<file path="config.mk">
export PLATFORM = sky130hd
export DESIGN_NAME = prbs_bert
export DESIGN_NICKNAME = d
export VERILOG_FILES = /design/src/rtl/bert_pkg.sv /design/src/rtl/bert_prbs_word.sv /design/src/rtl/bert_datapath.sv /design/src/rtl/bert_control.sv /design/src/rtl/prbs_bert.sv
export SDC_FILE = /design/constraint.sdc
export NUM_CORES = 1
export LEC_CHECK = 0
export BUFFER_PORTS_ARGS = -buffer_cell sky130_fd_sc_hd__buf_2
export CORE_AREA = 2 2 114 116
export CTS_CLUSTER_DIAMETER = 80
export DETAILED_ROUTE_END_ITERATION = 16
export DIE_AREA = 0 0 116 118
export PLACE_DENSITY_LB_ADDON = 0.1
export REMOVE_ABC_BUFFERS = 1
export SKIP_LAST_GASP = 1
export SLEW_MARGIN = 10
export SYNTH_ARGS = -nofsm -noshare
export SYNTH_HDL_FRONTEND = slang
export SYNTH_SLANG_ARGS = --single-unit
</file>
<file path="constraint.sdc">
create_clock -name clk -period 10.9 [get_ports clk]
set_input_delay 1.635 -clock clk [delete_from_list [all_inputs] [get_ports clk]]
set_output_delay 1.635 -clock clk [all_outputs]
set_load 0.02 [all_outputs]
</file>
<file path="src/rtl/bert_pkg.sv">
package bert_pkg;

  localparam int PRBS_LEN = 15;

  typedef enum logic [1:0] {
    ST_SEED = 2'd0,
    ST_HUNT = 2'd1,
    ST_LOCK = 2'd2
  } chk_state_t;

  // Strobes from control to datapath, one cycle each
  typedef struct packed {
    logic seedLoad;     // load replica from received word
    logic predAdvance;  // advance replica from its own prediction
    logic accumulate;   // add this word to the counters
    logic clearCounts;  // zero both counters
  } ctrl_strobes_t;

endpackage

</file>
<file path="src/rtl/bert_prbs_word.sv">
module bert_prbs_word #(
  parameter int WORD_W = 16
) (
  input  logic [14:0]       stateIn,
  output logic [WORD_W-1:0] wordOut
);

  logic [14:0] walk;

  // Unrolled x^15 + x^14 + 1 recurrence; earliest bit lands in the MSB
  always_comb begin
    walk    = stateIn;
    wordOut = '0;
    for (int i = 0; i < WORD_W; i++) begin
      wordOut[WORD_W-1-i] = walk[13] ^ walk[14];
      walk = {walk[13:0], walk[13] ^ walk[14]};
    end
  end

endmodule

</file>
<file path="src/rtl/bert_datapath.sv">
module bert_datapath
  import bert_pkg::*;
#(
  parameter int WORD_W = 16,
  parameter int ERR_W  = 32,
  parameter int BIT_W  = 48
) (
  input  logic              clk,
  input  logic              rst,
  input  logic              injErr,
  output logic [WORD_W-1:0] txData,
  input  logic [WORD_W-1:0] rxData,
  input  ctrl_strobes_t     strb,
  output logic              mismatch,
  output logic              badWord,
  output logic [ERR_W-1:0]  errCount,
  output logic [BIT_W-1:0]  bitCount
);

  localparam int POP_W = $clog2(WORD_W + 1);
  localparam int BAD_LIMIT = WORD_W / 4;
  localparam logic [ERR_W-1:0] ERR_MAX = {ERR_W{1'b1}};
  localparam logic [BIT_W-1:0] BIT_MAX = {BIT_W{1'b1}};
  localparam logic [14:0] SEED_ONES = {PRBS_LEN{1'b1}};

  // ---------------- transmit generator ----------------
  logic [14:0]       txState;
  logic [WORD_W-1:0] txNext;

  bert_prbs_word #(.WORD_W(WORD_W)) u_txGen (
    .stateIn(txState),
    .wordOut(txNext)
  );

  always_ff @(posedge clk) begin
    if (rst) begin
      txState <= SEED_ONES;
      txData  <= '0;
    end else begin
      txState <= txNext[14:0];
      txData  <= txNext ^ {{(WORD_W-1){1'b0}}, injErr};
    end
  end

  // ---------------- receive replica and compare ----------------
  logic [14:0]       repState;
  logic [WORD_W-1:0] expWord;
  logic [WORD_W-1:0] diffWord;
  logic [POP_W-1:0]  errBits;

  bert_prbs_word #(.WORD_W(WORD_W)) u_repGen (
    .stateIn(repState),
    .wordOut(expWord)
  );

  always_ff @(posedge clk) begin
    if (rst) begin
      repState <= SEED_ONES;
    end else if (strb.seedLoad) begin
      repState <= rxData[14:0];
    end else if (strb.predAdvance) begin
      repState <= expWord[14:0];
    end
  end

  always_comb begin
    diffWord = rxData ^ expWord;
    errBits  = '0;
    for (int i = 0; i < WORD_W; i++) begin
      errBits = errBits + POP_W'(diffWord[i]);
    end
  end

  assign mismatch = |diffWord;
  assign badWord  = errBits > POP_W'(BAD_LIMIT);

  // ---------------- saturating counters ----------------
  logic [ERR_W:0] errSum;
  logic [BIT_W:0] bitSum;

  assign errSum = (ERR_W+1)'(errCount) + (ERR_W+1)'(errBits);
  assign bitSum = (BIT_W+1)'(bitCount) + (BIT_W+1)'(WORD_W);

  always_ff @(posedge clk) begin
    if (rst || strb.clearCounts) begin
      errCount <= '0;
      bitCount <= '0;
    end else if (strb.accumulate) begin
      errCount <= errSum[ERR_W] ? ERR_MAX : errSum[ERR_W-1:0];
      bitCount <= bitSum[BIT_W] ? BIT_MAX : bitSum[BIT_W-1:0];
    end
  end

  // ---------------- assertions ----------------
  p_hold_r7: assert property (@(posedge clk) disable iff (rst)
    (!strb.accumulate && !strb.clearCounts) |=> ($stable(errCount) && $stable(bitCount)))
    else $error("counters moved without an accumulate strobe");

  p_clear_r8: assert property (@(posedge clk) disable iff (rst)
    strb.clearCounts |=> (errCount == '0 && bitCount == '0))
    else $error("counters not cleared at window start");

  p_err_sat_r9: assert property (@(posedge clk) disable iff (rst)
    (errCount == ERR_MAX && !strb.clearCounts) |=> errCount == ERR_MAX)
    else $error("error counter left saturation");

  p_bit_sat_r9: assert property (@(posedge clk) disable iff (rst)
    (bitCount == BIT_MAX && !strb.clearCounts) |=> bitCount == BIT_MAX)
    else $error("bit counter left saturation");

endmodule

</file>
<file path="src/rtl/bert_control.sv">
module bert_control
  import bert_pkg::*;
#(
  parameter int LOCK_WORDS = 64,
  parameter int LOSS_WORDS = 8
) (
  input  logic          clk,
  input  logic          rst,
  input  logic          rxValid,
  input  logic          winStart,
  input  logic          winStop,
  input  logic          mismatch,
  input  logic          badWord,
  output ctrl_strobes_t strb,
  output logic          locked
);

  localparam int CLEAN_W = $clog2(LOCK_WORDS + 1);
  localparam int LOSS_W  = $clog2(LOSS_WORDS + 1);

  chk_state_t         state;
  logic [CLEAN_W-1:0] cleanRun;
  logic [LOSS_W-1:0]  badRun;
  logic               winOpen;

  assign locked = (state == ST_LOCK);

  always_comb begin
    strb = '0;
    strb.clearCounts = winStart;
    if (rxValid) begin
      unique case (state)
        ST_SEED, ST_HUNT: strb.seedLoad = 1'b1;
        ST_LOCK: begin
          strb.predAdvance = 1'b1;
          strb.accumulate  = winOpen && !winStart && !winStop;
        end
        default: ;
      endcase
    end
  end

  always_ff @(posedge clk) begin
    if (rst) begin
      winOpen <= 1'b0;
    end else if (winStart) begin
      winOpen <= 1'b1;
    end else if (winStop) begin
      winOpen <= 1'b0;
    end
  end

  always_ff @(posedge clk) begin
    if (rst) begin
      state    <= ST_SEED;
      cleanRun <= '0;
      badRun   <= '0;
    end else if (rxValid) begin
      unique case (state)
        ST_SEED: begin
          state    <= ST_HUNT;
          cleanRun <= '0;
        end
        ST_HUNT: begin
          if (mismatch) begin
            cleanRun <= '0;
          end else if (cleanRun == CLEAN_W'(LOCK_WORDS - 1)) begin
            state  <= ST_LOCK;
            badRun <= '0;
          end else begin
            cleanRun <= cleanRun + 1'b1;
          end
        end
        ST_LOCK: begin
          if (!badWord) begin
            badRun <= '0;
          end else if (badRun == LOSS_W'(LOSS_WORDS - 1)) begin
            state    <= ST_SEED;
            badRun   <= '0;
            cleanRun <= '0;
          end else begin
            badRun <= badRun + 1'b1;
          end
        end
        default: state <= ST_SEED;
      endcase
    end
  end

  p_lock_rise_r4: assert property (@(posedge clk) disable iff (rst)
    $rose(locked) |-> ($past(rxValid) && !$past(mismatch)))
    else $error("lock declared without a matching word");

  p_loss_r5: assert property (@(posedge clk) disable iff (rst)
    $fell(locked) |-> ($past(rxValid) && $past(badWord)))
    else $error("lock dropped without a bad word");

endmodule

</file>
<file path="src/rtl/prbs_bert.sv">
module prbs_bert
  import bert_pkg::*;
#(
  parameter int WORD_W     = 16,
  parameter int ERR_W      = 32,
  parameter int BIT_W      = 48,
  parameter int LOCK_WORDS = 64,
  parameter int LOSS_WORDS = 8
) (
  input  logic              clk,
  input  logic              rst,
  input  logic              injErr,
  output logic [WORD_W-1:0] txData,
  input  logic [WORD_W-1:0] rxData,
  input  logic              rxValid,
  input  logic              winStart,
  input  logic              winStop,
  output logic              locked,
  output logic [ERR_W-1:0]  errCount,
  output logic [BIT_W-1:0]  bitCount
);

  ctrl_strobes_t strb;
  logic          mismatch;
  logic          badWord;

  bert_control #(
    .LOCK_WORDS(LOCK_WORDS),
    .LOSS_WORDS(LOSS_WORDS)
  ) u_control (
    .clk     (clk),
    .rst     (rst),
    .rxValid (rxValid),
    .winStart(winStart),
    .winStop (winStop),
    .mismatch(mismatch),
    .badWord (badWord),
    .strb    (strb),
    .locked  (locked)
  );

  bert_datapath #(
    .WORD_W(WORD_W),
    .ERR_W (ERR_W),
    .BIT_W (BIT_W)
  ) u_datapath (
    .clk     (clk),
    .rst     (rst),
    .injErr  (injErr),
    .txData  (txData),
    .rxData  (rxData),
    .strb    (strb),
    .mismatch(mismatch),
    .badWord (badWord),
    .errCount(errCount),
    .bitCount(bitCount)
  );

endmodule

</file>
After elaboration in Yosys (flattened, before gate mapping)

Index checks and enable logic that the tools add are counted.
Widths: inputs -> output; s select.

Multiplexer cells: 24
Equality and inequality tests: 9
Magnitude comparators: 1
Bitwise logic cells: 34
Add/sub/neg operators: 19
Reductions and logical operators: 15

Operator list:

| cell                  | number |
|---|---|
| $add 5x1->5           | 14 |
| $add 48x5->49 const B | 1 |
| $mux 48               | 1 |
| $add 32x5->33         | 1 |
| $mux 32               | 1 |
| $xor 1x1->1           | 32 |
| $mux 15               | 2 |
| $mux 7                | 4 |
| $pmux 7 s3            | 1 |
| $mux 4                | 4 |
| $reduce_or 16->1      | 1 |
| $xor 16x1->16         | 1 |
| $xor 16x16->16        | 1 |
| $mux 2                | 5 |
| $reduce_and 5->1      | 2 |
| $pmux 4 s2            | 1 |
| $add 7x1->7 const B   | 1 |
| $eq 7x6->1 const B    | 1 |
| $ne 2x1->1 const B    | 3 |
| $pmux 2 s3            | 1 |
| $reduce_bool 2->1     | 3 |
| $gt 5x3->1 const B    | 1 |
| $add 4x1->4 const B   | 1 |
| $eq 4x3->1 const B    | 1 |
| other kinds (14)      | 18 |

Bits of input ports: 22
Flip-flop bits (word level): 140
Word-level logic and storage cells: 111
Output and inout bits: 97

Logic depth before layout (Yosys ltp)

Gate-level depths: netlist (run 1).

Depth in word-level cells: 21
Mapped depth: 24
Gate-level depth less buffers: 21

Modules after synthesis

From an unflattened synthesis (run 1), not the netlist that was laid out.

Cell total of the unflattened synthesis: 737
Area, all modules: 7,015.5 sq um

Modules (own cells, without submodules):

| module         | area an instance (sq um) | cells an instance | instances |
|---|---|---|---|
| bert_datapath  | 5,910.7                  | 614               | 1 |
| bert_control   | 794.5                    | 91                | 1 |
| bert_prbs_word | 155.1                    | 16                | 2 |

Worst setup path after synthesis (run 1)

Ideal clock, no wire load.

Path kind: input to register
From: input rxData[0]
To: register u_datapath.errCount[10]
Path slack: 3.758 ns
Path buffers: 2
Data arrival time: 7.010 ns
Data required time: 10.768 ns
Library setup time: 0.132 ns
Stages on the path: 19
Cell sequence: xor2_1 ha_1 fa_1 fa_1 inv_1 fa_1 fa_1 fa_1 fa_1 xnor2_1 ha_1 nor2b_1 o21a_1 o21a_1 o211ai_1 or2_2 buf_2 buf_2 a21oi_1

Longest elaborated chain between the ends: 18

Ends and longest elaborated chain:

| what                      | line                | text |
|---|---|---|
| start, declared           | prbs_bert.sv:14     | `input logic [WORD_W-1:0] rxData,` |
| $xor 16x16->16            | bert_datapath.sv:67 | `diffWord = rxData ^ expWord;` |
| $add 1x1->2               | bert_datapath.sv:70 | `errBits = errBits + POP_W'(diffWord[i]);` |
| $add 5x1->5 (14 in a row) | bert_datapath.sv:70 |  |
| $add 32x5->33             | bert_datapath.sv:81 | `assign errSum = (ERR_W+1)'(errCount) + (ERR_W+1)'(errBits);` |
| $mux 32                   | bert_datapath.sv:89 | `errCount <= errSum[ERR_W] ? ERR_MAX : errSum[ERR_W-1:0];` |
| end signal, assigned      | bert_datapath.sv:89 |  |
| end, declared             | bert_datapath.sv:16 | `output logic [ERR_W-1:0] errCount,` |

No other way between the ends.
A chain may end at the register's enable or synchronous reset.

Final worst setup path (run 1)

From: input rxData[1]
To: register u_datapath.errCount[5]

Same word-level chain as after synthesis.

==> reports/qor.txt, run 1 <==
Site row count - 41
Slew HR - 22.5%
FMAX - 137 MHz
CTS tree - yes
Min-Delay Path Class - flip-flop to flip-flop
DIE AREA - 0.0137 mm^2
Max cap viols - 0
R2R Setup Slk - 4.16 ns
Number of global-route vias before repair - 6,205
Worst Tran Pin Value - 1.15 ns
Initial antenna violation count - 0
Cell with the most instances after synthesis - dfxtp_1
Drc violations - 0
Area growth from synthesis to layout - 18.4%
Final Setup Violations - 0
CTS root buffer - clkbuf_16
Clock share of power - 29.6%
Initial Util - 58.9%
Peak supply drop - 0.290 mV
Status - completed
Yosys warnings - 0
DR iter-0 viols - 439
Setup_tns - 0 ns
Share of layout cells above drive strength 1 - 18.4%
Total gr overflow - 0
Sw Ratio - 37.1%
Clock sink total - 137
Final instance area - 0.00866 mm^2
Unrepaired setup endpoints after global routing - no
Yosys cell types - 64
Int Pwr - 1.43 mW
Final Max Slew Viols - 0
Final Hold Vio Count - 0
Switching power - 844 uW
Worst-Skew Late Latency - 0.41 ns
WL/cell - 16.2 um
Ys async rst share - 0%
Inserted Clock Buffers - 17
Fin nets - 972
Post-synth top area share - 37.5%
Most frequent cells after synthesis - 137 x dfxtp_1, 77 x nand2_1, 61 x a21oi_1
Synthesized area per cell - 8.89 um^2
Register area - 0.00274 mm^2
Critical Path RT - 11.16 ns
Pleak - 3.59 nW
Crit Path Class - primary input to flip-flop
CTS-repair resized insts - 0
Arrival time worst endpoint - 7.56 ns
Largest net degree at the start of global routing - 75
Share of power burned in registers - 26.4%
Fillers - 991
Routed wire length - 17,900 um
Drt first pass iters - 9
Die height - 118 um
Clk buf depth - 2
Pwr Density - 263 mW/mm^2
Worst Setup Start Kind - primary input
Leading post-synthesis cells by cell area - dfxtp_1 37%, xor2_1 6.0%, xnor2_1 4.8%
Area of the multi-input gates - 0.00420 mm^2
Post-synth top area cell - dfxtp_1
Synth Instances - 823
GRT Overall Usage - 26.2%
Worst Skew - 0.00665 ns
# IOs - 119
Post-DP Area - 0.00797 mm^2
Mapped Area - 0.00731 mm^2
# diodes - 0
Ys flop type - dfxtp_1
IO Port Bufs - 118
Comb power frac - 44.0%
Via density - 5.92
CP Max Fanout - 19
Post-CTS setup repair buffer count - 0
DP HPWL - 12,000 um
Hold-fix buffers, CTS - 0
CP endpoint kind - flip-flop
Core area - 0.0124 mm^2
First-pass GRT wire length - 29,100 um
Post-layout min period - 7.30 ns
Die Span X - 116 um
H-tree lvl count - 4
Worst-path clk slew - 0.06 ns
Placer Congestion - 0.842
Via count - 6,531
Seq/Total Area, Yosys - 37.5%
Post-synth EDFFs - 0
Antenna Nets Post-Route - 0
Seq cells post-synth - 137
Crit share post-route - 67.0%
-- registers in the layout (all words and copies together) (netlist names) --
| signal | flops |
|---|---|
| u_control.badRun | 4 |
| u_datapath.repState | 15 |
| u_datapath.txData | 16 |
| u_datapath.txState | 15 |
| u_datapath.errCount | 32 |
| u_control.state | 2 |
| u_control.winOpen | 1 |
| u_datapath.bitCount | 45 |
| u_control.cleanRun | 7 |
-- power by group through the flow --
| stage | logic (mW) | registers (mW) | clock network, mW |
|---|---|---|---|
| after floorplan | 0.727 | 0.641 | 0 |
| after global placement | 0.936 | 0.608 | 0 |
| after detailed placement | 0.987 | 0.611 | 0 |
| after CTS | 0.999 | 0.601 | 0.681 |
| after global routing | 1.14 | 0.607 | 0.704 |
| final | 1.00 | 0.600 | 0.675 |
-- placed cells by master, fill, tap and decap left out, types with 17 or more instances in the layout --
| cell | netlist | routed |
|---|---|---|
| nand3_1 | 32 | 32 |
| xnor2_1 | 40 | 40 |
| o21ai_0 | 24 | 24 |
| dfxtp_1 | 137 | 137 |
| a221oi_1 | 17 | 17 |
| inv_1 | 41 | 41 |
| xor2_1 | 50 | 50 |
| and3_1 | 17 | 17 |
| ha_1 | 20 | 20 |
| nor3_1 | 25 | 25 |
| nor2_1 | 46 | 46 |
| a21oi_1 | 61 | 61 |
| nand4_1 | 22 | 22 |
| buf_2 | 5 | 118 |
| nand2_1 | 77 | 77 |
| clkbuf_16 | 0 | 17 |
-- worst paths after layout --
| check | from | to | cells after the start |
|---|---|---|---|
| max | rxData[1] | u_datapath.errCount[5] | 18 |
| min | u_control.cleanRun[6] | u_control.cleanRun[6] | 2 |
| max reg2reg | u_datapath.repState[13] | u_datapath.errCount[5] | 19 |
| min reg2reg | u_control.cleanRun[6] | u_control.cleanRun[6] | 2 |
-- cell type report --
cell class | instances | share of cell area, %
Multi-Input combinational cell | 595 | 48.5
Sequential cell | 137 | 31.7
Timing Repair Buffer | 126 | 7.51
Clock buffer | 19 | 5.11
Clock inverter | 12 | 2.85
Tap cell | 172 | 2.49
Inverter | 42 | 1.82
-- critical path, cell delays in order --
cell and delay, ns:
buf_2 0.11, xnor2_1 0.24, ha_1 0.31, fa_1 0.53
fa_1 0.54, inv_1 0.06, fa_1 0.50, fa_1 0.51
fa_1 0.48, fa_1 0.43, xnor2_1 0.22, ha_1 0.30
nor2b_1 0.15, o21a_1 0.19, o21a_1 0.27, o211ai_1 0.49
or2_2 0.46, a31oi_1 0.14
-- through the flow --
step	worst slack, ns	hold slack [ns]	std cells	power [mW]	utilization [%]
floorplan	3.88	0.421	774	1.37	-
global placement	3.46	0.434	1072	1.54	64.2
detailed placement	3.28	0.459	1072	1.60	64.2
CTS	3.66	0.467	1103	2.28	69.8
global route	3.25	0.482	1103	2.46	69.8
finish	3.60	0.462	1103	2.28	69.8
-- logic make-up (layout without fill, tap and decap cells) --
logic type	Yosys count	count (layout)	share of synthesized area [%]
and+or+nand+nor	291	291	21.1
AOI/OAI and AO/OA	164	164	14.7
DFF	137	137	37.5
xor gates and xnor gates	100	100	14.0
buffers and inverters	91	199	5.11
adders and majority gates	31	31	6.43
muxes	9	9	1.23
-- routing by layer --
metal  wire, um  up-vias  part of all wire [%]  track usage [%]
met1       7670     3086                    43             33.0
met5          0        -                     0                0
met4        395        0                   2.2             8.93
met2       8660      269                    48             43.2
met3       1180       52                   6.6             7.11
li1           -     3124                     -                -
Note: power is estimated with default switching activity, not from simulation.
==> run 2, diff against run 1 <==
Settings changed: CORE_AREA 2 2 114 116 to 2 2 122 124, DIE_AREA 0 0 116 118 to 0 0 124 126.
Clock period 10.9 ns to 6 ns, I/O delays scaled along.
==> run 2 against run 1 <==
Core utilization shrank 7.1 points. Setup slack worse by 3.4 ns. Via count fell by 0.26%. Non-clock buffer count rose by 28. Count of clock-buffer cells in the layout fell by 1. Die area rose by 14%. Global-route usage fell by 2.8 points. Clock skew is 0.00072 ns lower. Largest cell class unchanged. Highest routed layer unchanged.
==> reports/qor.txt, run 2 (synthesis results as in run 1) <==
DP HPWL - 12,300 um (+3.2%)
Unrepaired setup endpoints after global routing - yes
Pwr Density - 516 mW/mm^2 (+96%)
Slew HR - 25.0% (+2.4 points)
Setup_tns - 0 ns (unchanged)
# diodes - 0 (unchanged)
FF-to-FF Start - u_datapath.repState[13]
Inserted Clock Buffers - 17 (unchanged)
Crit share post-route - 96.9%
Power, Total - 4.62 mW (+100%)
Site row count - 44 (+7.3%)
Worst-Skew Late Latency - 0.42 ns (about the same)
CTS root buffer - clkbuf_16
Clock sink total - 137 (unchanged)
Sw Ratio - 36.2% (-0.89 points)
R2r endpoint - u_datapath.errCount[18]
Status - completed
Initial Util - 51.1% (-7.8 points)
First-pass GRT wire length - 29,500 um (+1.2%)
Top Registers - u_datapath.bitCount: 45 flops, u_datapath.errCount: 32 flops, u_datapath.txData: 16 flops
Clock share of power - 26.2% (-3.4 points)
CTS tree - yes
Largest reg by FF count - u_datapath.bitCount
Share of power burned in registers - 23.5% (-2.9 points)
Share of layout cells above drive strength 1 - 22.4% (+4.0 points)
Die Span X - 124 um (+6.9%)
Pleak - 3.78 nW (+5.1%)
Int Pwr - 2.95 mW (+110%)
Drc violations - 0 (unchanged)
WHS Path Cells - 2 (unchanged)
Largest register FFs - 45 (unchanged)
Post-layout min period - 5.82 ns
Hold Startpoint - u_control.cleanRun[6]
Critical Path RT - 6.29 ns (-4.87 ns)
Area growth from synthesis to layout - 22.6%
Max cap viols - 0 (unchanged)
Worst Tran Pin Value - 1.12 ns (-0.0358 ns)
Arrival time worst endpoint - 6.10 ns (-1.46 ns)
Peak supply drop - 0.529 mV (+82%)
Core area - 0.0143 mm^2 (+15%)
Routed wire length - 17,900 um (about the same)
DR iter-0 viols - 531 (+21%)
Fin nets - 1,000 (+2.9%)
Drt first pass iters - 5 (-4)
Number of global-route vias before repair - 6,157 (-0.77%)
Clk buf depth - 2 (unchanged)
Antenna Nets Post-Route - 0 (unchanged)
R2R Setup Slk - 0.18 ns (-3.98 ns)
Worst-path clk slew - 0.06 ns (about the same)
Via count - 6,514 (-0.26%)
Most common cell after layout, fill and taps aside - dfxtp_1
Die height - 126 um (+6.8%)
WL/cell - 15.6 um (-3.6%)
CP endpoint kind - flip-flop
Worst Setup Start Kind - flip-flop
Final core area utilization - 62.6% (-7.1 points)
Final Setup Violations - 0 (unchanged)
H-tree lvl count - 4 (unchanged)
Hold EP - u_control.cleanRun[6]
Initial antenna violation count - 0 (unchanged)
DIE AREA - 0.0156 mm^2 (+14%)
Met1 wire length - 7960 um (+3.9%)
IO Port Bufs - 118 (unchanged)
CP Max Fanout - 5 (-14)
# IOs - 119 (unchanged)
Post-DP Area - 0.00818 mm^2 (+2.6%)
Final instance area - 0.00897 mm^2 (+3.5%)
Most frequent cells in the layout - 136 x dfxtp_1, 118 x buf_2, 77 x nand2_1
FMAX - 172 MHz
Placer Congestion - 0.844 (+0.26%)
Largest net degree at the start of global routing - 75 (unchanged)
Total gr overflow - 0 (unchanged)
Switching power - 1.67 mW (+98%)
Final hold slack - 0.451 ns (-0.0110 ns)
Min-Delay Path Class - flip-flop to flip-flop
Comb power frac - 50.4% (+6.4 points)
Final Hold Vio Count - 0 (unchanged)
Worst R2R Path Depth - 20 (+1)
Via density - 5.69 (-3.8%)
Max Used Layer - met4
GRT Overall Usage - 23.4% (-2.8 points)
Metal2 WL - 8540 um (-1.4%)
Met3 wire len - 1070 um (-9.1%)
Crit Path Class - flip-flop to flip-flop
Final Max Slew Viols - 0 (unchanged)
Worst Skew - 0.00593 ns (-0.000719 ns)
run 2: changes by cell type in the layout (fill, tap and decap cells not counted), moves of 2 or more:
cell / delta
buf_4: +28
fa_1: -2
fa_2: +2
inv_6: +4
nor4_1: -6
nor4_2: +4
nor4_4: +2
o21a_1: -2
o21a_2: +2
xnor2_1: -2
xnor2_2: +2
run 2: critical path, cell delays in order (launching register included):
cell and delay [ns]:
dfxtp_1 0.33, xor2_2 0.19, xnor2_2 0.15, xnor2_1 0.19
ha_1 0.27, fa_1 0.45, fa_1 0.51, inv_1 0.05
fa_1 0.47, fa_1 0.52, fa_2 0.39, fa_2 0.39
xnor2_2 0.23, ha_1 0.27, nor2b_1 0.13, o21a_1 0.19
o21a_2 0.25, o211ai_1 0.25, buf_4 0.20, mux2i_1 0.18
nor2_1 0.05
run 2: stage by stage:
step,worst slack (ns),cells
2_1_floorplan,-0.283,774
3_3_place_gp,-0.406,1109
3_5_place_dp,-0.548,1109
4_1_cts,0.00480,1141
5_1_grt,-0.0703,1144
6_report,0.184,1144
run 2: worst max path at each step:
stage	depth (start not counted)	end	start	slack, ns
after floorplan	17	u_datapath.errCount[21]	rxData[0]	-0.28
after global placement	17	u_datapath.errCount[29]	rxData[0]	-0.41
after detailed placement	18	u_datapath.errCount[23]	rxData[0]	-0.55
after CTS	20	u_datapath.errCount[25]	u_datapath.repState[14]	0.005
after global routing	19	u_datapath.errCount[18]	u_datapath.repState[14]	-0.07
final	20	u_datapath.errCount[18]	u_datapath.repState[13]	0.18
run 2: final cells by class:
type                    instances  area (um^2)
well taps                     184          230
flip-flops and latches        137         2750
clock inverters                14          240
clock buffers                  18          439
multi-input cells             595         4290
fillers                      1258         5350
repair buffers                154          861
inverters                      42          158
run 2: what timing repair did:
action,in CTS,in global routing
buffers inserted,0,3
gates resized for setup,13,5
hold buffers,0,0
hold endpoints to repair,0,0
pin swaps,5,14
setup endpoints to repair,27,28
run 2: power by group through the flow:
stage,clock (mW),sequential (mW),combinational (mW)
2_1_floorplan,0,1.16,1.32
3_3_place_gp,0,1.10,2.03
3_5_place_dp,0,1.11,2.13
4_1_cts,1.23,1.09,2.23
5_1_grt,1.27,1.10,2.60
6_report,1.21,1.08,2.33
run 2: layer usage:
metal,GRT usage (%),vias up
met4,8.66,0
met3,6.30,30
met1,30.3,3127
li1,-,3178
met2,37.3,179
met5,0,-
